<file path="src/rtl/txg_pkg.sv">
package txg_pkg;
  localparam logic [1:0] MD_OFF  = 2'd0;
  localparam logic [1:0] MD_STBY = 2'd1;
  localparam logic [1:0] MD_NORM = 2'd2;

  localparam logic [1:0] SYM_IDLE = 2'b00;
  localparam logic [1:0] SYM_D0   = 2'b01;
  localparam logic [1:0] SYM_D1   = 2'b10;

  localparam int SIDES = 4;
  localparam int LINES = 2;

  // symbol under which a driver side carries current
  function automatic logic [1:0] side_qual(input int side);
    return (side == 0 || side == 3) ? SYM_D1 : SYM_D0;
  endfunction
endpackage

</file>
<file path="src/rtl/txg_gate.sv">
module txg_gate
  import txg_pkg::*;
#(
  parameter int TIMEOUT_CYC = 64000
) (
  input  logic       clk,
  input  logic       rst_n,
  input  logic [1:0] mode_i,
  input  logic       guard_en_i,
  input  logic       txen_n_i,
  input  logic       txd_i,
  input  logic       ot_i,
  output logic       drv_en_o,
  output logic [1:0] sym_o,
  output logic       timeout_o,
  output logic       ot_flag_o
);
  localparam int CW = $clog2(TIMEOUT_CYC + 1);
  localparam logic [CW-1:0] CNT_LAST = CW'(TIMEOUT_CYC - 1);

  logic [CW-1:0] cnt;
  logic to_q, ot_q, txen_q, guard_q;
  logic is_norm, req, ctl_edge;

  assign is_norm  = (mode_i == MD_NORM);
  assign req      = is_norm & guard_en_i & ~txen_n_i;
  assign ctl_edge = (txen_n_i ^ txen_q) | (guard_en_i ^ guard_q);
  assign drv_en_o = req & ~to_q & ~ot_q;
  assign sym_o    = !drv_en_o ? SYM_IDLE : (txd_i ? SYM_D1 : SYM_D0);

  assign timeout_o = to_q;
  assign ot_flag_o = ot_q;

  always_ff @(posedge clk or negedge rst_n) begin
    if (!rst_n) begin
      cnt     <= '0;
      to_q    <= 1'b0;
      ot_q    <= 1'b0;
      txen_q  <= 1'b1;
      guard_q <= 1'b0;
    end else begin
      txen_q  <= txen_n_i;
      guard_q <= guard_en_i;
      ot_q    <= (mode_i != MD_OFF) & ot_i;
      if (!is_norm || ctl_edge) begin
        to_q <= 1'b0;
        cnt  <= drv_en_o ? CW'(1) : '0;
      end else if (drv_en_o) begin
        if (cnt == CNT_LAST) begin
          to_q <= 1'b1;
          cnt  <= '0;
        end else begin
          cnt <= cnt + 1'b1;
        end
      end else begin
        cnt <= '0;
      end
    end
  end
endmodule

</file>
<file path="src/rtl/txg_echo.sv">
module txg_echo
  import txg_pkg::*;
(
  input  logic       clk,
  input  logic       rst_n,
  input  logic [1:0] mode_i,
  input  logic       drv_en_i,
  input  logic       txd_i,
  input  logic       rxd_i,
  output logic       bus_err_o
);
  logic txd_q, rxd_q, pend_r, pend_f, err_q;
  logic txr, txf, rxr, rxf, set_e, clr_e;

  assign txr = txd_i & ~txd_q;
  assign txf = ~txd_i & txd_q;
  assign rxr = rxd_i & ~rxd_q;
  assign rxf = ~rxd_i & rxd_q;

  // a second same-polarity transmit edge while the first is unanswered
  assign set_e = (txr & pend_r & ~rxr) | (txf & pend_f & ~rxf);
  assign clr_e = (rxr & (pend_r | txr)) | (rxf & (pend_f | txf));

  assign bus_err_o = err_q;

  always_ff @(posedge clk or negedge rst_n) begin
    if (!rst_n) begin
      txd_q  <= 1'b1;
      rxd_q  <= 1'b1;
      pend_r <= 1'b0;
      pend_f <= 1'b0;
      err_q  <= 1'b0;
    end else begin
      txd_q <= txd_i;
      rxd_q <= rxd_i;
      if (mode_i == MD_OFF) begin
        pend_r <= 1'b0;
        pend_f <= 1'b0;
        err_q  <= 1'b0;
      end else if (drv_en_i) begin
        pend_r <= (pend_r | txr) & ~rxr;
        pend_f <= (pend_f | txf) & ~rxf;
        if (set_e)      err_q <= 1'b1;
        else if (clr_e) err_q <= 1'b0;
      end
    end
  end
endmodule

</file>
<file path="src/rtl/txg_diag.sv">
module txg_diag
  import txg_pkg::*;
#(
  parameter int STABLE_CYC = 2000
) (
  input  logic             clk,
  input  logic             rst_n,
  input  logic [1:0]       mode_i,
  input  logic             drv_en_i,
  input  logic [1:0]       sym_i,
  input  logic [SIDES-1:0] lo_cur_i,
  input  logic [SIDES-1:0] hi_cur_i,
  input  logic             short_cmp_i,
  output logic [SIDES-1:0] lo_flag_o,
  output logic [SIDES-1:0] hi_flag_o,
  output logic             short_lines_o
);
  localparam int SW = $clog2(STABLE_CYC + 1);
  localparam logic [SW-1:0] ST_MAX  = SW'(STABLE_CYC);
  localparam logic [SW-1:0] ST_LAST = SW'(STABLE_CYC - 1);

  logic [SW-1:0] cnt;
  logic [1:0]    sym_q;
  logic          held, settled, short_pt, is_off;

  assign is_off   = (mode_i == MD_OFF);
  assign held     = drv_en_i && (sym_i == sym_q);
  assign settled  = held && (cnt == ST_MAX);
  assign short_pt = held && (cnt == ST_LAST);

  always_ff @(posedge clk or negedge rst_n) begin
    if (!rst_n) begin
      cnt   <= '0;
      sym_q <= SYM_IDLE;
    end else begin
      sym_q <= sym_i;
      if (!held)              cnt <= '0;
      else if (cnt != ST_MAX) cnt <= cnt + 1'b1;
    end
  end

  for (genvar s = 0; s < SIDES; s++) begin : g_side
    localparam logic [1:0] QUAL = side_qual(s);
    always_ff @(posedge clk or negedge rst_n) begin
      if (!rst_n) begin
        lo_flag_o[s] <= 1'b0;
        hi_flag_o[s] <= 1'b0;
      end else if (is_off) begin
        lo_flag_o[s] <= 1'b0;
        hi_flag_o[s] <= 1'b0;
      end else if (settled && sym_i == QUAL) begin
        lo_flag_o[s] <= lo_cur_i[s];
        hi_flag_o[s] <= hi_cur_i[s];
      end
    end
  end

  always_ff @(posedge clk or negedge rst_n) begin
    if (!rst_n)        short_lines_o <= 1'b0;
    else if (is_off)   short_lines_o <= 1'b0;
    else if (short_pt) short_lines_o <= short_cmp_i;
  end
endmodule

</file>
<file path="src/rtl/tx_gate_diag.sv">
module tx_gate_diag
  import txg_pkg::*;
#(
  parameter int TIMEOUT_CYC = 64000,
  parameter int STABLE_CYC  = 2000
) (
  input  logic       clk,
  input  logic       rst_n,
  input  logic [1:0] mode_i,
  input  logic       txd_i,
  input  logic       txen_n_i,
  input  logic       guard_en_i,
  input  logic       rxd_i,
  input  logic [3:0] lo_cur_i,
  input  logic [3:0] hi_cur_i,
  input  logic       short_cmp_i,
  input  logic       ot_i,
  input  logic       uv_io_i,
  output logic       drv_en_o,
  output logic [1:0] bus_sym_o,
  output logic       timeout_o,
  output logic       ot_flag_o,
  output logic       bus_err_o,
  output logic [3:0] lo_flag_o,
  output logic [3:0] hi_flag_o,
  output logic [1:0] open_o,
  output logic [1:0] short_sup_o,
  output logic [1:0] short_gnd_o,
  output logic       short_lines_o,
  output logic       err_any_o,
  output logic       err_n_o
);
  txg_gate #(.TIMEOUT_CYC(TIMEOUT_CYC)) u_gate (
    .clk(clk), .rst_n(rst_n), .mode_i(mode_i), .guard_en_i(guard_en_i),
    .txen_n_i(txen_n_i), .txd_i(txd_i), .ot_i(ot_i),
    .drv_en_o(drv_en_o), .sym_o(bus_sym_o),
    .timeout_o(timeout_o), .ot_flag_o(ot_flag_o)
  );

  txg_echo u_echo (
    .clk(clk), .rst_n(rst_n), .mode_i(mode_i), .drv_en_i(drv_en_o),
    .txd_i(txd_i), .rxd_i(rxd_i), .bus_err_o(bus_err_o)
  );

  txg_diag #(.STABLE_CYC(STABLE_CYC)) u_diag (
    .clk(clk), .rst_n(rst_n), .mode_i(mode_i), .drv_en_i(drv_en_o),
    .sym_i(bus_sym_o), .lo_cur_i(lo_cur_i), .hi_cur_i(hi_cur_i),
    .short_cmp_i(short_cmp_i), .lo_flag_o(lo_flag_o),
    .hi_flag_o(hi_flag_o), .short_lines_o(short_lines_o)
  );

  // wire w: high side is index 2w, low side is index 2w+1
  for (genvar w = 0; w < LINES; w++) begin : g_line
    assign open_o[w]      = lo_flag_o[2*w] & lo_flag_o[2*w+1];
    assign short_sup_o[w] = lo_flag_o[2*w] & hi_flag_o[2*w+1];
    assign short_gnd_o[w] = hi_flag_o[2*w] & lo_flag_o[2*w+1];
  end

  assign err_any_o = bus_err_o | timeout_o | ot_flag_o | (|lo_flag_o) |
                     (|hi_flag_o) | short_lines_o | uv_io_i;
  assign err_n_o   = ~((mode_i == MD_NORM) & err_any_o);
endmodule

</file>
<file path="config.mk">
export PLATFORM = sky130hd
export DESIGN_NAME = tx_gate_diag
export DESIGN_NICKNAME = d
export VERILOG_FILES = /design/src/rtl/txg_pkg.sv /design/src/rtl/txg_gate.sv /design/src/rtl/txg_echo.sv /design/src/rtl/txg_diag.sv /design/src/rtl/tx_gate_diag.sv
export SDC_FILE = /design/constraint.sdc
export NUM_CORES = 1
export LEC_CHECK = 0
export BUFFER_PORTS_ARGS = -buffer_cell sky130_fd_sc_hd__buf_2
export CORE_MARGIN = 2
export CORE_UTILIZATION = 43
export CTS_CLUSTER_DIAMETER = 40
export DETAILED_ROUTE_END_ITERATION = 16
export HOLD_SLACK_MARGIN = 0.12
export PLACE_DENSITY_LB_ADDON = 0.08
export SYNTH_ARGS = -nofsm -noshare
export SYNTH_HDL_FRONTEND = slang
export SYNTH_SLANG_ARGS = --single-unit
</file>
<file path="constraint.sdc">
create_clock -name clk -period 3 [get_ports clk]
set_input_delay 0.3 -clock clk [delete_from_list [all_inputs] [get_ports clk]]
set_output_delay 0.3 -clock clk [all_outputs]
set_load 0.1 [all_outputs]
</file>
Word-level counts from Yosys, hierarchy flattened
Cells that the tools add are included.
{"block": "op_classes", "add_sub_neg": 2, "reduce_logical": 20, "eq_ne": 9, "bitwise": 47, "muxes": 37}
{"cell": "$mux 16", "n": 3}
{"cell": "$mux 1", "n": 30}
{"cell": "$and 1x1->1", "n": 24}
{"cell": "$eq 11x11->1 const B", "n": 2}
{"cell": "$mux 11", "n": 2}
{"cell": "$add 16x1->16 const B", "n": 1}
{"cell": "$eq 16x16->1 const B", "n": 1}
{"cell": "$reduce_bool 2->1", "n": 7}
{"cell": "$add 11x1->11 const B", "n": 1}
{"cell": "$ne 11x11->1 const B", "n": 1}
{"cell": "$or 1x1->1", "n": 11}
{"cell": "$not 1->1", "n": 10}
{"cell": "$reduce_or 4->1", "n": 2}
{"cell": "$logic_and 1x1->1", "n": 5}
{"cell": "$eq 2x2->1 const B", "n": 2}
{"cell": "$mux 2", "n": 2}
{"cell": "$reduce_and 2->1", "n": 2}
{"cell": "$reduce_bool 3->1", "n": 1}
{"cell": "$eq 2x1->1 const B", "n": 1}
{"cell": "$eq 2x2->1", "n": 1}
{"cell": "$logic_not 2->1", "n": 1}
{"cell": "$ne 2x2->1 const B", "n": 1}
{"cell": "$xor 1x1->1", "n": 2}
{"cell": "$logic_not 1->1", "n": 1}
{"cell": "$logic_or 1x1->1", "n": 1}
{"block": "word_totals", "regBits": 47, "inputBits": 19, "out_inout_bits": 23, "word_cells": 136}

Longest topological paths before layout
{"block": "logic_depth", "depth_word": 12, "depth_mapped": 7, "ltp_nobuf": 6}

Cells and area by module
Synthesis repeated with hierarchy kept, for this count alone.
{"block": "unflattened", "hier_cells": 234, "area_unflattened_um2": 2383.5}
{"mod": "txg_diag", "n_inst": 1, "cells_each": 105, "seq_area_each_um2": 550.5, "area_each_um2": 1101.1}
{"mod": "txg_gate", "n_inst": 1, "cells_each": 95, "seq_area_each_um2": 501.7, "area_each_um2": 974.7}
{"mod": "txg_echo", "n_inst": 1, "cells_each": 22, "seq_area_each_um2": 127.6, "area_each_um2": 232.7}
{"mod": "tx_gate_diag", "n_inst": 1, "cells_each": 12, "seq_area_each_um2": 0.0, "area_each_um2": 75.1}

Least setup slack after synthesis
Ideal clock, no wire load.
{"block": "synth_path", "kind": "flip-flop to flip-flop", "start": "register u_gate.ot_q (netlist: u_gate.ot_flag_o)", "end": "register u_diag.hi_flag_o[1]", "setup_time_ps": 125, "path_buffers": 0, "path_stages_with_launch": 5, "arrival_time_ps": 3513, "path_slack_ps": -638, "cell_sequence": "dfrtp_1 > or4b_4 > nor3_2 > nor4b_4 > mux2_2"}
{"block": "synth_via", "elab_chain_len": 8, "word_cells_on_any_way": 9, "classes_between": "eq/ne (2); mux (1); bitwise (2); reduce/logical (4)"}
{"item": "from (decl)", "line": "txg_gate.sv:22", "rtl": "logic to_q, ot_q, txen_q, guard_q;"}
{"item": "from (signal assigned)", "line": "txg_gate.sv:44", "rtl": "ot_q <= (mode_i != MD_OFF) & ot_i;"}
{"item": "$not 1->1 (*)", "line": "txg_gate.sv:28", "rtl": "assign drv_en_o = req & ~to_q & ~ot_q;"}
{"item": "$and 1x1->1 (*)", "line": "txg_gate.sv:28"}
{"item": "$mux 2 (*)", "line": "txg_gate.sv:29", "rtl": "assign sym_o = !drv_en_o ? SYM_IDLE : (txd_i ? SYM_D1 : SYM_D0);"}
{"item": "named net bus_sym_o[0]", "line": "tx_gate_diag.sv:20", "rtl": "output logic [1:0] bus_sym_o,"}
{"item": "$eq 2x2->1", "line": "txg_diag.sv:27", "rtl": "assign held = drv_en_i && (sym_i == sym_q);"}
{"item": "$logic_and 1x1->1", "line": "txg_diag.sv:27"}
{"item": "$logic_and 1x1->1", "line": "txg_diag.sv:28", "rtl": "assign settled = held && (cnt == ST_MAX);"}
{"item": "$logic_and 1x1->1 (*)", "line": "txg_diag.sv:51", "rtl": "end else if (settled && sym_i == QUAL) begin"}
{"item": "$reduce_bool 2->1 (no source line) (*)"}
{"item": "to (signal, indexed assignment)", "line": "txg_diag.sv:53", "rtl": "hi_flag_o[s] <= hi_cur_i[s];"}
{"item": "to (decl)", "line": "txg_diag.sv:15", "rtl": "output logic [SIDES-1:0] hi_flag_o,"}
The timed path passes the listed nets; every way through them passes the cells marked *.
A chain may end at the register's enable or synchronous reset.

Worst setup path in the final report
{"block": "layout_path", "start": "input txen_n_i", "end": "output bus_sym_o[1]"}
{"block": "layout_via", "elab_chain_len": 5}
{"item": "from (decl)", "line": "tx_gate_diag.sv:11", "rtl": "input logic txen_n_i,"}
{"item": "$not 1->1", "line": "txg_gate.sv:26", "rtl": "assign req = is_norm & guard_en_i & ~txen_n_i;"}
{"item": "$and 1x1->1", "line": "txg_gate.sv:26"}
{"item": "$and 1x1->1 (2 in a row)", "line": "txg_gate.sv:28"}
{"item": "$mux 2", "line": "txg_gate.sv:29"}
{"item": "to (decl)", "line": "tx_gate_diag.sv:20"}
No other way between the ends.

==> out/qor.txt <==
Wire length on met3 -> 147 um
Sequential cell area -> 1200 um^2
Critical Path Max Stage Delay -> 0.54 ns
Via count -> 1805
Sequential power share -> 50.7%
Setup tns final -> 0 ns
CTS clock-pin slew for the worst setup and hold paths -> 0.09 ns
Ys flop type -> dfrtp_1
Syn_nets -> 252
Drt wl/cell -> 13.9 um
Fmax -> 0.350 GHz
Hold Path End -> u_gate.guard_q
Initial antenna violation count -> 0
Cell Rows -> 27
Clock root cell -> clkbuf_8
Multi-input logic area -> 1170 um^2
Cell Int Power -> 996 uW
Largest area contributor in the synthesized netlist -> dfrtp_1
H-tree levels -> 2
Worst setup path category -> input pin to output port
Post-synth EDFFs -> 0
Syn Area/Cell -> 10.4 um^2
Most frequent cells in the layout -> 41 x buf_2, 32 x dfrtp_1, 18 x nor3_1
HPWL Detailed -> 3540 um
Critical Path AT -> 2.56 ns
Final Skew -> 0.00943 ns
Cell chain of the critical path -> dlygate4sd3_1, buf_2, or4b_4, or2_1, clkinv_2, and2_2, buf_2
Fillcell total -> 505
Port bufs -> 41
Hold wc startpoint -> guard_en_i
Die width -> 78.7 um
Cells after Synth -> 230
Pwr Density -> 443 nW/um^2
FF-to-FF setup slack -> 0.70 ns
Commonest non-fill, non-tap cell in the layout -> buf_2
Number of DRC violations after detailed routing -> 0
Clock sink count -> 47
Max_slew headroom -> 44.5%
First-pass iteration count of the detailed router -> 4
Clock Power Share -> 42.7%
DR WL met2 -> 2260 um
Total GRT Usage -> 17.0%
Unique masters post-synth -> 44
Clock buffer depth -> 2
Sequential area share after synthesis -> 49.1%
Share of cells above drive strength 1 -> 30.8%
P&R area growth vs syn -> 19.4%
Cell family with most CP delay -> buffers and inverters
Die span in y -> 78.7 um
Fin. Hold Viols -> 0
Final ANT Viol Nets -> 0
Layout net count -> 297
Top Metal Used -> met4
Reg2reg path depth -> 6
Maximum vdd drop -> 281 uV
Worst-Margin Slew -> 0.829 ns
Final WL -> 4840 um
DRT met1 WL -> 2410 um
Sw power -> 274 uW
Largest net degree at the start of global routing -> 32
GRT overflow -> 0
CTS tree -> done
First-pass GRT wire length -> 8320 um
Fin crit share -> 95.3%
ANT cells -> 0
CP max-delay cell -> or4b_4
Crit-path max FO -> 8
Share of the synthesized area in the top cell type -> 45.8%
Starting Density -> 44.2%
Final setup violation count -> 0
Min Tclk post-route -> 2.86 ns
Clock Latency Late Sink -> 0.30 ns
Final core occ -> 52.7%
Buffers plus inverters on the worst setup path -> 4
RSZ-0062 raised after global routing -> false
Status -> completed
FF-to-FF Start -> u_diag.cnt[0]
Most used cell, CP -> buf_2
Fraction of registers with async set/reset -> 100%
Worst hold-check slack -> 0.141 ns
Synth area leaders -> dfrtp_1 46%, xnor2_1 5.5%, nor3_1 3.8%
RePlAce Congestion -> 0.827
I/O pin cnt -> 42
Crit Reg-Reg Endpoint -> u_diag.hi_flag_o[1]
Critical path capture point type -> output port
Detailed Route Iter0 Violations -> 61
Seq cells post-synth -> 47
Combinational share of power -> 6.6%
Sw Ratio -> 21.6%
Core Area -> 5440 um^2
Total CTS buffers -> 5
Post-cts resize count -> 0
Fin. max-slew vios -> 0
Element type at the critical path start -> input pin
Max-cap check violation count -> 0
Leak Pwr -> 0.00124 uW
Data required time of the worst path -> 2.70 ns
Hold depth -> 1
Vias in the first global route -> 1769
Post-DR vias/cell -> 5.19
Synthesis Warnings -> 0
Min-delay worst type -> input pin to flip-flop
Synth Cell Area -> 2400 um^2
Die area -> 6200 um^2
## routing by layer
layer,track usage [%],up-vias
met3,4.20,2
met2,27.1,28
met1,23.4,876
met4,4.21,0
met5,0,-
li1,-,899
## cell usage after synthesis (all sizes together) (2+ instances only)
master  count
and3        3
or4b        2
nor2b      14
nor3       20
xor2        8
nand2      12
nor3b       2
and2        8
or3         3
clkbuf      4
nand4       8
buf         3
or3b        2
o21ai      10
nor2       16
a21oi       3
dfrtp      44
nand3       7
mux2i       2
inv         7
ha          3
xnor2      15
dfstp       3
mux2        8
a211oi      4
nor4        6
## kinds of logic (layout without fill, tap and decap cells)
logic type | count (synthesis) | after routing | synth area share (%)
buffers and inverters | 15 | 61 | 2.81
DFF | 47 | 47 | 49.1
adders and majority gates | 3 | 3 | 1.56
xor gates and xnor gates | 23 | 23 | 8.39
AOI/OAI and AO/OA | 21 | 21 | 5.26
and+or+nand+nor | 111 | 111 | 28.3
muxes | 10 | 10 | 4.58
## power by group through the flow
stage	combinational [uW]	clock, uW	sequential [uW]
2_1_floorplan	37.5	0	663
3_3_place_gp	81.5	0	656
3_5_place_dp	82.1	0	656
4_1_cts	85.1	563	644
5_1_grt	92.0	588	645
6_report	83.3	543	644
## repair_timing
item,4_1_cts,5_1_grt
endpoints found under the setup margin,0,0
buffers inserted,0,0
hold buffers,3,0
hold endpoints to repair,29,0
## sequential cells by signal (all words and copies together) (netlist names)
signal                flops
u_diag.cnt               11
u_gate.txen_q             1
u_echo.bus_err_o          1
u_gate.ot_flag_o          1
u_diag.hi_flag_o          4
u_diag.lo_flag_o          4
u_diag.short_lines_o      1
u_gate.timeout_o          1
u_echo.pend_f             1
u_gate.guard_q            1
u_gate.cnt               16
u_echo.pend_r             1
u_echo.rxd_q              1
u_echo.txd_q              1
u_diag.sym_q              2
## metrics by stage
stage	setup WS, ns	total power (uW)	std cells	cell area (um^2)
after global routing	0.0708	1330	348	2870
after CTS	0.141	1290	348	2870
after global placement	0.664	738	337	2700
after floorplan	0.00611	700	230	2430
final	0.141	1270	348	2870
after detailed placement	0.630	739	337	2700
## worst max-delay path by stage
stage                     startpoint             endpoint  slack [ns]  cells after the start
floorplan           u_gate.ot_flag_o  u_diag.hi_flag_o[1]       0.006                      4
global placement    u_gate.ot_flag_o         bus_sym_o[1]        0.66                      5
detailed placement  u_gate.ot_flag_o         bus_sym_o[1]        0.63                      5
CTS                         txen_n_i         bus_sym_o[1]        0.14                      7
global route                txen_n_i         bus_sym_o[1]        0.07                      7
finish                      txen_n_i         bus_sym_o[1]        0.14                      7
## layout make-up
cell class	count	area share, %
Clock buffer	5	2.40
Inverter	8	1.09
Sequential cell	47	41.8
Timing Repair Buffer	45	8.46
Clock inverter	3	2.36
Tap cell	72	3.14
Multi-Input combinational cell	168	40.8
(Power assumes the default switching activity.)
